===== src/rtl/div_pkg.sv =====
// Shared types for the restoring divider.
// Assumes: nothing beyond a synthesizable two-state sequencer.
package div_pkg;
    typedef enum logic {
        ST_IDLE = 1'b0,
        ST_RUN  = 1'b1
    } div_state_e;
endpackage


===== src/rtl/div_seq_ctrl.sv =====
// Sequencer of the restoring divider: accepts start when idle, then
// counts the bit index down from WIDTH-1 to 0, one step per cycle, and
// pulses done after the final step.
// Assumes: WIDTH >= 2; start is ignored while a run is in progress.
module div_seq_ctrl
    import div_pkg::*;
#(
    parameter  int WIDTH = 32,
    localparam int IDX_W = (WIDTH > 1) ? $clog2(WIDTH) : 1
) (
    input  logic             clk,
    input  logic             rst_n,
    input  logic             start,
    output logic             load,
    output logic             step,
    output logic             done,
    output logic [IDX_W-1:0] bit_idx
);
    localparam logic [IDX_W-1:0] TOP_IDX = IDX_W'(WIDTH - 1);

    div_state_e       state_q;
    logic [IDX_W-1:0] cnt_q;

    // Start is taken only while idle; every running cycle is a step.
    assign load    = start && (state_q == ST_IDLE);
    assign step    = (state_q == ST_RUN);
    assign bit_idx = cnt_q;

    // State, down-counter and the done pulse register.
    always_ff @(posedge clk) begin
        if (!rst_n) begin
            state_q <= ST_IDLE;
            cnt_q   <= '0;
            done    <= 1'b0;
        end else begin
            done <= 1'b0;
            case (state_q)
                ST_IDLE: begin
                    if (start) begin
                        state_q <= ST_RUN;
                        cnt_q   <= TOP_IDX;
                    end
                end
                ST_RUN: begin
                    if (cnt_q == '0) begin
                        state_q <= ST_IDLE;
                        done    <= 1'b1;
                    end else begin
                        cnt_q <= cnt_q - 1'b1;
                    end
                end
                default: state_q <= ST_IDLE;
            endcase
        end
    end

    // an accepted start opens a run at the top bit index.
    a_r2_accept_top: assert property (@(posedge clk) disable iff (!rst_n)
        load |=> (step && bit_idx == TOP_IDX));

    // each non-final step lowers the index by one and keeps running.
    a_r8_count_down: assert property (@(posedge clk) disable iff (!rst_n)
        (step && bit_idx != '0) |=> (step && bit_idx == $past(bit_idx) - 1'b1));

    // done never overlaps a computing cycle.
    a_r8_done_idle: assert property (@(posedge clk) disable iff (!rst_n)
        done |-> !step);

    // done is a single-cycle pulse.
    a_r4_done_single: assert property (@(posedge clk) disable iff (!rst_n)
        done |=> !done);

    // the final step is followed by done.
    a_r4_done_after_last: assert property (@(posedge clk) disable iff (!rst_n)
        (step && bit_idx == '0) |=> done);
endmodule


===== src/rtl/div_step.sv =====
// One restoring-division step, purely combinational: shift the partial
// remainder left, append the chosen dividend bit, subtract the divisor
// when it fits, and append the fit flag to the quotient.
// Assumes: rem_in < divisor whenever divisor is nonzero, so the result
// fits in WIDTH bits.
module div_step #(
    parameter int WIDTH = 32
) (
    input  logic [WIDTH-1:0] rem_in,
    input  logic             bit_in,
    input  logic [WIDTH-1:0] divisor,
    input  logic [WIDTH-1:0] quo_in,
    output logic [WIDTH-1:0] rem_out,
    output logic [WIDTH-1:0] quo_out
);
    logic [WIDTH:0] shifted;
    logic [WIDTH:0] dvs_ext;
    logic           fits;

    // Compare the widened shifted remainder with the divisor and restore.
    always_comb begin
        shifted = {rem_in, bit_in};
        dvs_ext = {1'b0, divisor};
        fits    = (shifted >= dvs_ext);
        rem_out = fits ? WIDTH'(shifted - dvs_ext) : shifted[WIDTH-1:0];
        quo_out = {quo_in[WIDTH-2:0], fits};
    end
endmodule


===== src/rtl/div_datapath.sv =====
// Operand and result registers of the divider. The bit index picks the
// dividend bit fed to the step logic, so the dividend register itself is
// never shifted.
// Assumes: load and step are never high together (sequencer guarantees).
module div_datapath #(
    parameter  int WIDTH = 32,
    localparam int IDX_W = (WIDTH > 1) ? $clog2(WIDTH) : 1
) (
    input  logic             clk,
    input  logic             rst_n,
    input  logic             load,
    input  logic             step,
    input  logic [IDX_W-1:0] bit_idx,
    input  logic [WIDTH-1:0] dividend,
    input  logic [WIDTH-1:0] divisor,
    output logic [WIDTH-1:0] quotient,
    output logic [WIDTH-1:0] remainder
);
    logic [WIDTH-1:0] dvd_q, dvs_q, rem_q, quo_q;
    logic [WIDTH-1:0] rem_nx, quo_nx;
    logic             sel_bit;

    // Bit index selects the dividend bit brought into this step.
    assign sel_bit = dvd_q[bit_idx];

    div_step #(.WIDTH(WIDTH)) u_step (
        .rem_in  (rem_q),
        .bit_in  (sel_bit),
        .divisor (dvs_q),
        .quo_in  (quo_q),
        .rem_out (rem_nx),
        .quo_out (quo_nx)
    );

    // Capture operands on load, advance the partial results on each step.
    always_ff @(posedge clk) begin
        if (!rst_n) begin
            dvd_q <= '0;
            dvs_q <= '0;
            rem_q <= '0;
            quo_q <= '0;
        end else if (load) begin
            dvd_q <= dividend;
            dvs_q <= divisor;
            rem_q <= '0;
            quo_q <= '0;
        end else if (step) begin
            rem_q <= rem_nx;
            quo_q <= quo_nx;
        end
    end

    assign quotient  = quo_q;
    assign remainder = rem_q;

    // a load clears both result registers.
    a_r2_load_clears: assert property (@(posedge clk) disable iff (!rst_n)
        load |=> (quo_q == '0 && rem_q == '0));

    // with a nonzero divisor the partial remainder stays below it.
    a_r5_rem_bound: assert property (@(posedge clk) disable iff (!rst_n)
        (step && dvs_q != '0) |-> (rem_q < dvs_q));

    // with a zero divisor every step yields a quotient bit of one.
    a_r6_zero_ones: assert property (@(posedge clk) disable iff (!rst_n)
        (step && dvs_q == '0) |=> quo_q[0]);

    // with neither load nor step the results do not move.
    a_r7_hold: assert property (@(posedge clk) disable iff (!rst_n)
        (!load && !step) |=> ($stable(quo_q) && $stable(rem_q)));
endmodule


===== src/rtl/restoring_divider.sv =====
// Top of the multi-cycle unsigned restoring divider: one quotient bit per
// clock, WIDTH compute cycles per division, done pulsed once at the end.
// Assumes: synchronous active-low reset; WIDTH >= 2.
module restoring_divider #(
    parameter  int WIDTH = 32,
    localparam int IDX_W = (WIDTH > 1) ? $clog2(WIDTH) : 1
) (
    input  logic             clk,
    input  logic             rst_n,
    input  logic             start,
    input  logic [WIDTH-1:0] dividend,
    input  logic [WIDTH-1:0] divisor,
    output logic             done,
    output logic [WIDTH-1:0] quotient,
    output logic [WIDTH-1:0] remainder
);
    logic             load, step;
    logic [IDX_W-1:0] bit_idx;

    div_seq_ctrl #(.WIDTH(WIDTH)) u_ctrl (
        .clk     (clk),
        .rst_n   (rst_n),
        .start   (start),
        .load    (load),
        .step    (step),
        .done    (done),
        .bit_idx (bit_idx)
    );

    div_datapath #(.WIDTH(WIDTH)) u_dp (
        .clk       (clk),
        .rst_n     (rst_n),
        .load      (load),
        .step      (step),
        .bit_idx   (bit_idx),
        .dividend  (dividend),
        .divisor   (divisor),
        .quotient  (quotient),
        .remainder (remainder)
    );

    // a start during a run neither restarts nor disturbs the counter.
    a_r3_start_ignored: assert property (@(posedge clk) disable iff (!rst_n)
        (start && step && bit_idx != '0) |=> (step && bit_idx == $past(bit_idx) - 1'b1));
endmodule


===== config.mk =====
export PLATFORM = sky130hd
export DESIGN_NAME = restoring_divider
export DESIGN_NICKNAME = d
export VERILOG_FILES = /design/src/rtl/div_pkg.sv /design/src/rtl/div_seq_ctrl.sv /design/src/rtl/div_step.sv /design/src/rtl/div_datapath.sv /design/src/rtl/restoring_divider.sv
export SDC_FILE = /design/constraint.sdc
export NUM_CORES = 1
export LEC_CHECK = 0
export BUFFER_PORTS_ARGS = -buffer_cell sky130_fd_sc_hd__buf_2
export CORE_ASPECT_RATIO = 0.75
export CORE_UTILIZATION = 25
export CTS_BUF_LIST = sky130_fd_sc_hd__clkbuf_4
export DETAILED_ROUTE_END_ITERATION = 7
export GPL_TIMING_DRIVEN = 0
export SETUP_SLACK_MARGIN = 0.05
export SYNTH_ARGS = -nofsm -noshare
export SYNTH_HDL_FRONTEND = slang
export SYNTH_SLANG_ARGS = --single-unit

===== constraint.sdc =====
create_clock -name clk -period 5.3 [get_ports clk]
set_clock_uncertainty 0.05 [all_clocks]
set_input_delay 0.795 -clock clk [delete_from_list [all_inputs] [get_ports clk]]
set_output_delay 0.795 -clock clk [all_outputs]
set_load 0.02 [all_outputs]

==> tab_implementation.tex <==
\begin{tabular}{lr}
\hline
Metric & Value \\
\hline
\multicolumn{2}{l}{\textbf{Critical path}} \\
Data required time at the worst endpoint & 5.74 ns \\
Type of the setup path with the least slack & reg2reg \\
Crit-path max FO & 10 \\
CP endpoint kind & flip-flop \\
Reg2reg start & u\_ctrl.bit\_idx[0]\$\_SDFFE\_PN0P\_ \\
Crit path arrival time & 5.17 ns \\
Crit-path cells & buf\_2 -> mux4\_2 -> mux4\_2 -> mux2i\_1 -> ha\_1 -> nor2b\_4 -> o31a\_1 -> o31a\_1 -> o311ai\_1 -> a31oi\_1 -> a211oi\_1 -> xor2\_1 -> o21ai\_1 \\
Register-to-register path setup slack & 0.57 ns \\
Number of cells on the worst reg-to-reg path & 13 \\
Max stage delay cell, worst path & o311ai\_1 \\
Maximum single-stage delay on the critical path & 0.63 ns \\
Startpoint types & flip-flop \\
R2R Path End & u\_dp.remainder[31]\$\_SDFFE\_PP0P\_ \\
\multicolumn{2}{l}{\textbf{Die}} \\
Starting density of the core & 25.4\% \\
Height of the die & 151 um \\
Core area & 0.0291 mm\^{}2 \\
Width of the die & 201 um \\
I/O pin total & 132 \\
Standard-cell rows & 54 \\
DIE AREA & 0.0303 mm\^{}2 \\
\multicolumn{2}{l}{\textbf{Timing}} \\
Final sum of negative setup slack & 0 ns \\
Setup repair after global routing missed its margin & false \\
Count of final max-slew check failures & 0 \\
Min Clock Period, post-route & 4.73 ns \\
Slew @ Worst Pin & 0.956 ns \\
Final-report setup violation count & 0 \\
Final worst path period share & 89.2\% \\
Maximum clock rate & 212 MHz \\
Hold Vio Cnt, Final & 0 \\
Remaining max-slew budget at the tightest pin & 36.1\% \\
\multicolumn{2}{l}{\textbf{Power}} \\
Design Power & 3.19 mW \\
Power Dens Cells & 361 mW/mm\^{}2 \\
Part of the power in the clock network & 22.1\% \\
Part of the total power dissipated in sequential elements & 35.4\% \\
Cell Int Power & 1.90 mW \\
Proportion of power drawn by combinational gates & 42.4\% \\
Switching power share of the total & 40.5\% \\
IR Drop Worst-Case VDD & 0.000164 V \\
Leakage power figure & 3.67 nW \\
Sw Pwr & 1.29 mW \\
\multicolumn{2}{l}{\textbf{Synthesis}} \\
Mean instance size in the synthesized netlist & 8.47 um\^{}2 \\
Post-synth EDFFs & 0 \\
Synthesized Nets & 976 \\
Post-synthesis instance area & 0.00740 mm\^{}2 \\
Leading cell types by total area after synthesis & dfxtp\_1, nand2\_1, mux2i\_1, a21boi\_0, ha\_1 \\
Post-synthesis instance total & 874 \\
Prevailing post-synth register cell & dfxtp\_1 \\
Sequential element share of the synthesized area & 36.5\% \\
Synth Register Bits & 135 \\
Area leader, netlist & dfxtp\_1 \\
Post-synthesis cell type count & 65 \\
Share of synthesized registers carrying an async set or reset & 0\% \\
Yosys synthesis warning count & 0 \\
Synth top area share & 36.5\% \\
\multicolumn{2}{l}{\textbf{Cells and area}} \\
Fraction of layout instances using a drive strength above 1 & 19.2\% \\
Final net count & 1,126 \\
Commonest cells after routing, fill and taps aside & nand2\_1, buf\_2, dfxtp\_1 \\
Commonest non-fill, non-tap cell in the layout & nand2\_1 \\
Signed area change from the synthesized netlist to the final layout & 19.5\% \\
\multicolumn{2}{l}{\textbf{Clock tree}} \\
Total number of clock tree sinks & 135 \\
Buffer levels on the longest clock path & 2 \\
Hold buffers post-CTS & 0 \\
Post-CTS setup buffer count & 0 \\
Depth of the CTS H-tree & 4 \\
Clk Tree Root Cell & clkbuf\_4 \\
CTS tree & done \\
Clock insertion delay at the later pin of the skew report & 0.59 ns \\
Clock transition at the registers of the reported paths & 0.14 ns \\
Cells resized by post-CTS repair & 0 \\
Total clock buffers created by CTS & 17 \\
\multicolumn{2}{l}{\textbf{Drt}} \\
Overall routed net length & 22.3 mm \\
Detailed-routing iteration count for the pre-antenna-repair pass & 5 \\
Wire length on met2 & 9.39 mm \\
Iteration-0 DRC count of the detailed router & 468 \\
Via total after detailed routing & 6,702 \\
Routed Antenna Nets & 0 \\
Post-route DRC violation count & 0 \\
Number of vias per cell & 4.68 \\
Metal-1 WL & 11.2 mm \\
Uppermost signal routing layer after detailed routing & met5 \\
Post-DR wirelength/cell & 15.6 um \\
Sum of met3 wire segment lengths after detailed routing & 1.25 mm \\
\multicolumn{2}{l}{\textbf{GRT}} \\
Antenna violations before repair & 6 \\
Largest net degree at the start of global routing & 17 \\
First-pass GRT wire length & 35.0 mm \\
Via count of the first global-routing pass & 6,354 \\
GR Util All Layers & 15.0\% \\
Leftover overflow at the end of global routing & 0 \\
\multicolumn{2}{l}{\textbf{Placed design}} \\
Gp weighted congestion & 0.864 \\
HPWL after detailed placement & 17.7 mm \\
Number of port buffers & 131 \\
\multicolumn{2}{l}{\textbf{Run status}} \\
Run status & finished clean \\
\multicolumn{2}{l}{\textbf{Worst hold path}} \\
Hold Startpoint & divisor[11] \\
Min-Delay Path Depth & 3 \\
Endpoint of the worst hold path & u\_dp.dvs\_q[11]\$\_SDFFE\_PN0P\_ \\
Worst hold-check path type & in2reg \\
\multicolumn{2}{l}{\textbf{Run}} \\
Max-cap viol count & 0 \\
\hline
\end{tabular}
synth_stat cells (3+ instances only):
| cell type | n |
|---|---|
| nand4_1 | 5 |
| mux2i_1 | 58 |
| a211oi_1 | 3 |
| buf_1 | 4 |
| ha_1 | 34 |
| a32oi_1 | 4 |
| nand2b_1 | 4 |
| nand3_1 | 11 |
| and4_1 | 3 |
| clkbuf_1 | 38 |
| dfxtp_1 | 135 |
| nor2b_1 | 7 |
| o211ai_1 | 5 |
| a21oi_1 | 51 |
| xor2_1 | 14 |
| nand2_1 | 161 |
| nor3b_1 | 6 |
| inv_1 | 37 |
| and3_1 | 4 |
| a21oi_2 | 3 |
| o21ai_0 | 33 |
| nor2_1 | 61 |
| a21boi_0 | 72 |
| a211o_1 | 4 |
| nor3_1 | 13 |
| a31oi_1 | 5 |
| a21o_1 | 10 |
| buf_2 | 6 |
| o21ai_1 | 11 |
| mux4_2 | 10 |
| o21a_1 | 4 |
| xnor2_1 | 13 |
| buf_6 | 4 |
per-stage QoR:
step | instances | util (%) | area, um^2 | hold WS [ns] | setup WS, ns
2_1_floorplan | 874 | - | 7400 | 0.390 | 1.24
3_3_place_gp | 1397 | 29.4 | 8550 | 0.400 | 0.657
3_5_place_dp | 1397 | 29.4 | 8550 | 0.404 | 0.658
4_1_cts | 1429 | 30.3 | 8840 | 0.335 | 0.610
5_1_grt | 1431 | 30.4 | 8840 | 0.342 | 0.350
6_report | 1432 | 30.4 | 8840 | 0.389 | 0.572
layout make-up:
| type | count | area (um^2) |
|---|---|---|
| antenna | 3 | 7.51 |
| buffer | 53 | 240 |
| clock buffer | 17 | 128 |
| clock inverter | 15 | 160 |
| fill | 3130 | 20300 |
| inverter | 37 | 139 |
| multi-input combinational | 649 | 4320 |
| sequential | 135 | 2700 |
| tap | 392 | 490 |
| timing repair buffer | 131 | 656 |
critical path: cells and delay by family, from the launching register on:
kind	cells	cell delay, ns
adders and majority gates	1	0.28
xor gates and xnor gates	1	0.18
AOI/OAI and AO/OA	6	1.97
muxes	3	1.31
buffers and inverters	1	0.34
DFF	1	0.44
and+or+nand+nor	1	0.05
registers in the layout, indices dropped and copies added, names as in the netlist:
signal / cells
u_dp.dvd_q: 32
u_dp.dvs_q: 32
u_dp.quotient: 32
u_dp.remainder: 32
u_ctrl.bit_idx: 5
u_ctrl.done: 1
u_ctrl.step: 1
worst max-delay path by stage:
stage	from	endpoint	slack, ns	cells past startpoint
2_1_floorplan	u_ctrl.bit_idx[0]$_SDFFE_PN0P_	u_dp.remainder[26]$_SDFFE_PP0P_	1.24	14
3_3_place_gp	u_ctrl.bit_idx[0]$_SDFFE_PN0P_	u_dp.remainder[26]$_SDFFE_PP0P_	0.66	14
3_5_place_dp	u_ctrl.bit_idx[0]$_SDFFE_PN0P_	u_dp.remainder[26]$_SDFFE_PP0P_	0.66	14
4_1_cts	u_ctrl.bit_idx[0]$_SDFFE_PN0P_	u_dp.remainder[26]$_SDFFE_PP0P_	0.61	14
5_1_grt	u_ctrl.bit_idx[0]$_SDFFE_PN0P_	u_dp.remainder[26]$_SDFFE_PP0P_	0.35	14
6_report	u_ctrl.bit_idx[0]$_SDFFE_PN0P_	u_dp.remainder[31]$_SDFFE_PP0P_	0.57	13
cell families after synthesis:
family | count (synthesis) | share of synthesized area, %
AOI/OAI and AO/OA | 227 | 20.8
xor gates and xnor gates | 27 | 3.19
adders and majority gates | 35 | 6.02
buffers and inverters | 90 | 5.12
DFF | 135 | 36.5
muxes | 69 | 11.0
and+or+nand+nor | 291 | 17.3
per-layer routing:
metal / global-route usage, % / up-vias
li1: - / 3358
met1: 20.5 / 3140
met2: 22.6 / 173
met3: 3.98 / 25
met4: 5.19 / 6
met5: 0 / -
power by group through the flow:
stage / Clock [mW] / Sequential [mW] / Combinational [mW]
5_1_grt: 0.780 / 1.14 / 1.49
3_5_place_dp: 0 / 1.15 / 1.34
6_report: 0.707 / 1.13 / 1.36
4_1_cts: 0.732 / 1.13 / 1.35
2_1_floorplan: 0 / 1.17 / 0.998
3_3_place_gp: 0 / 1.15 / 1.33
(Power assumes the default switching activity.)
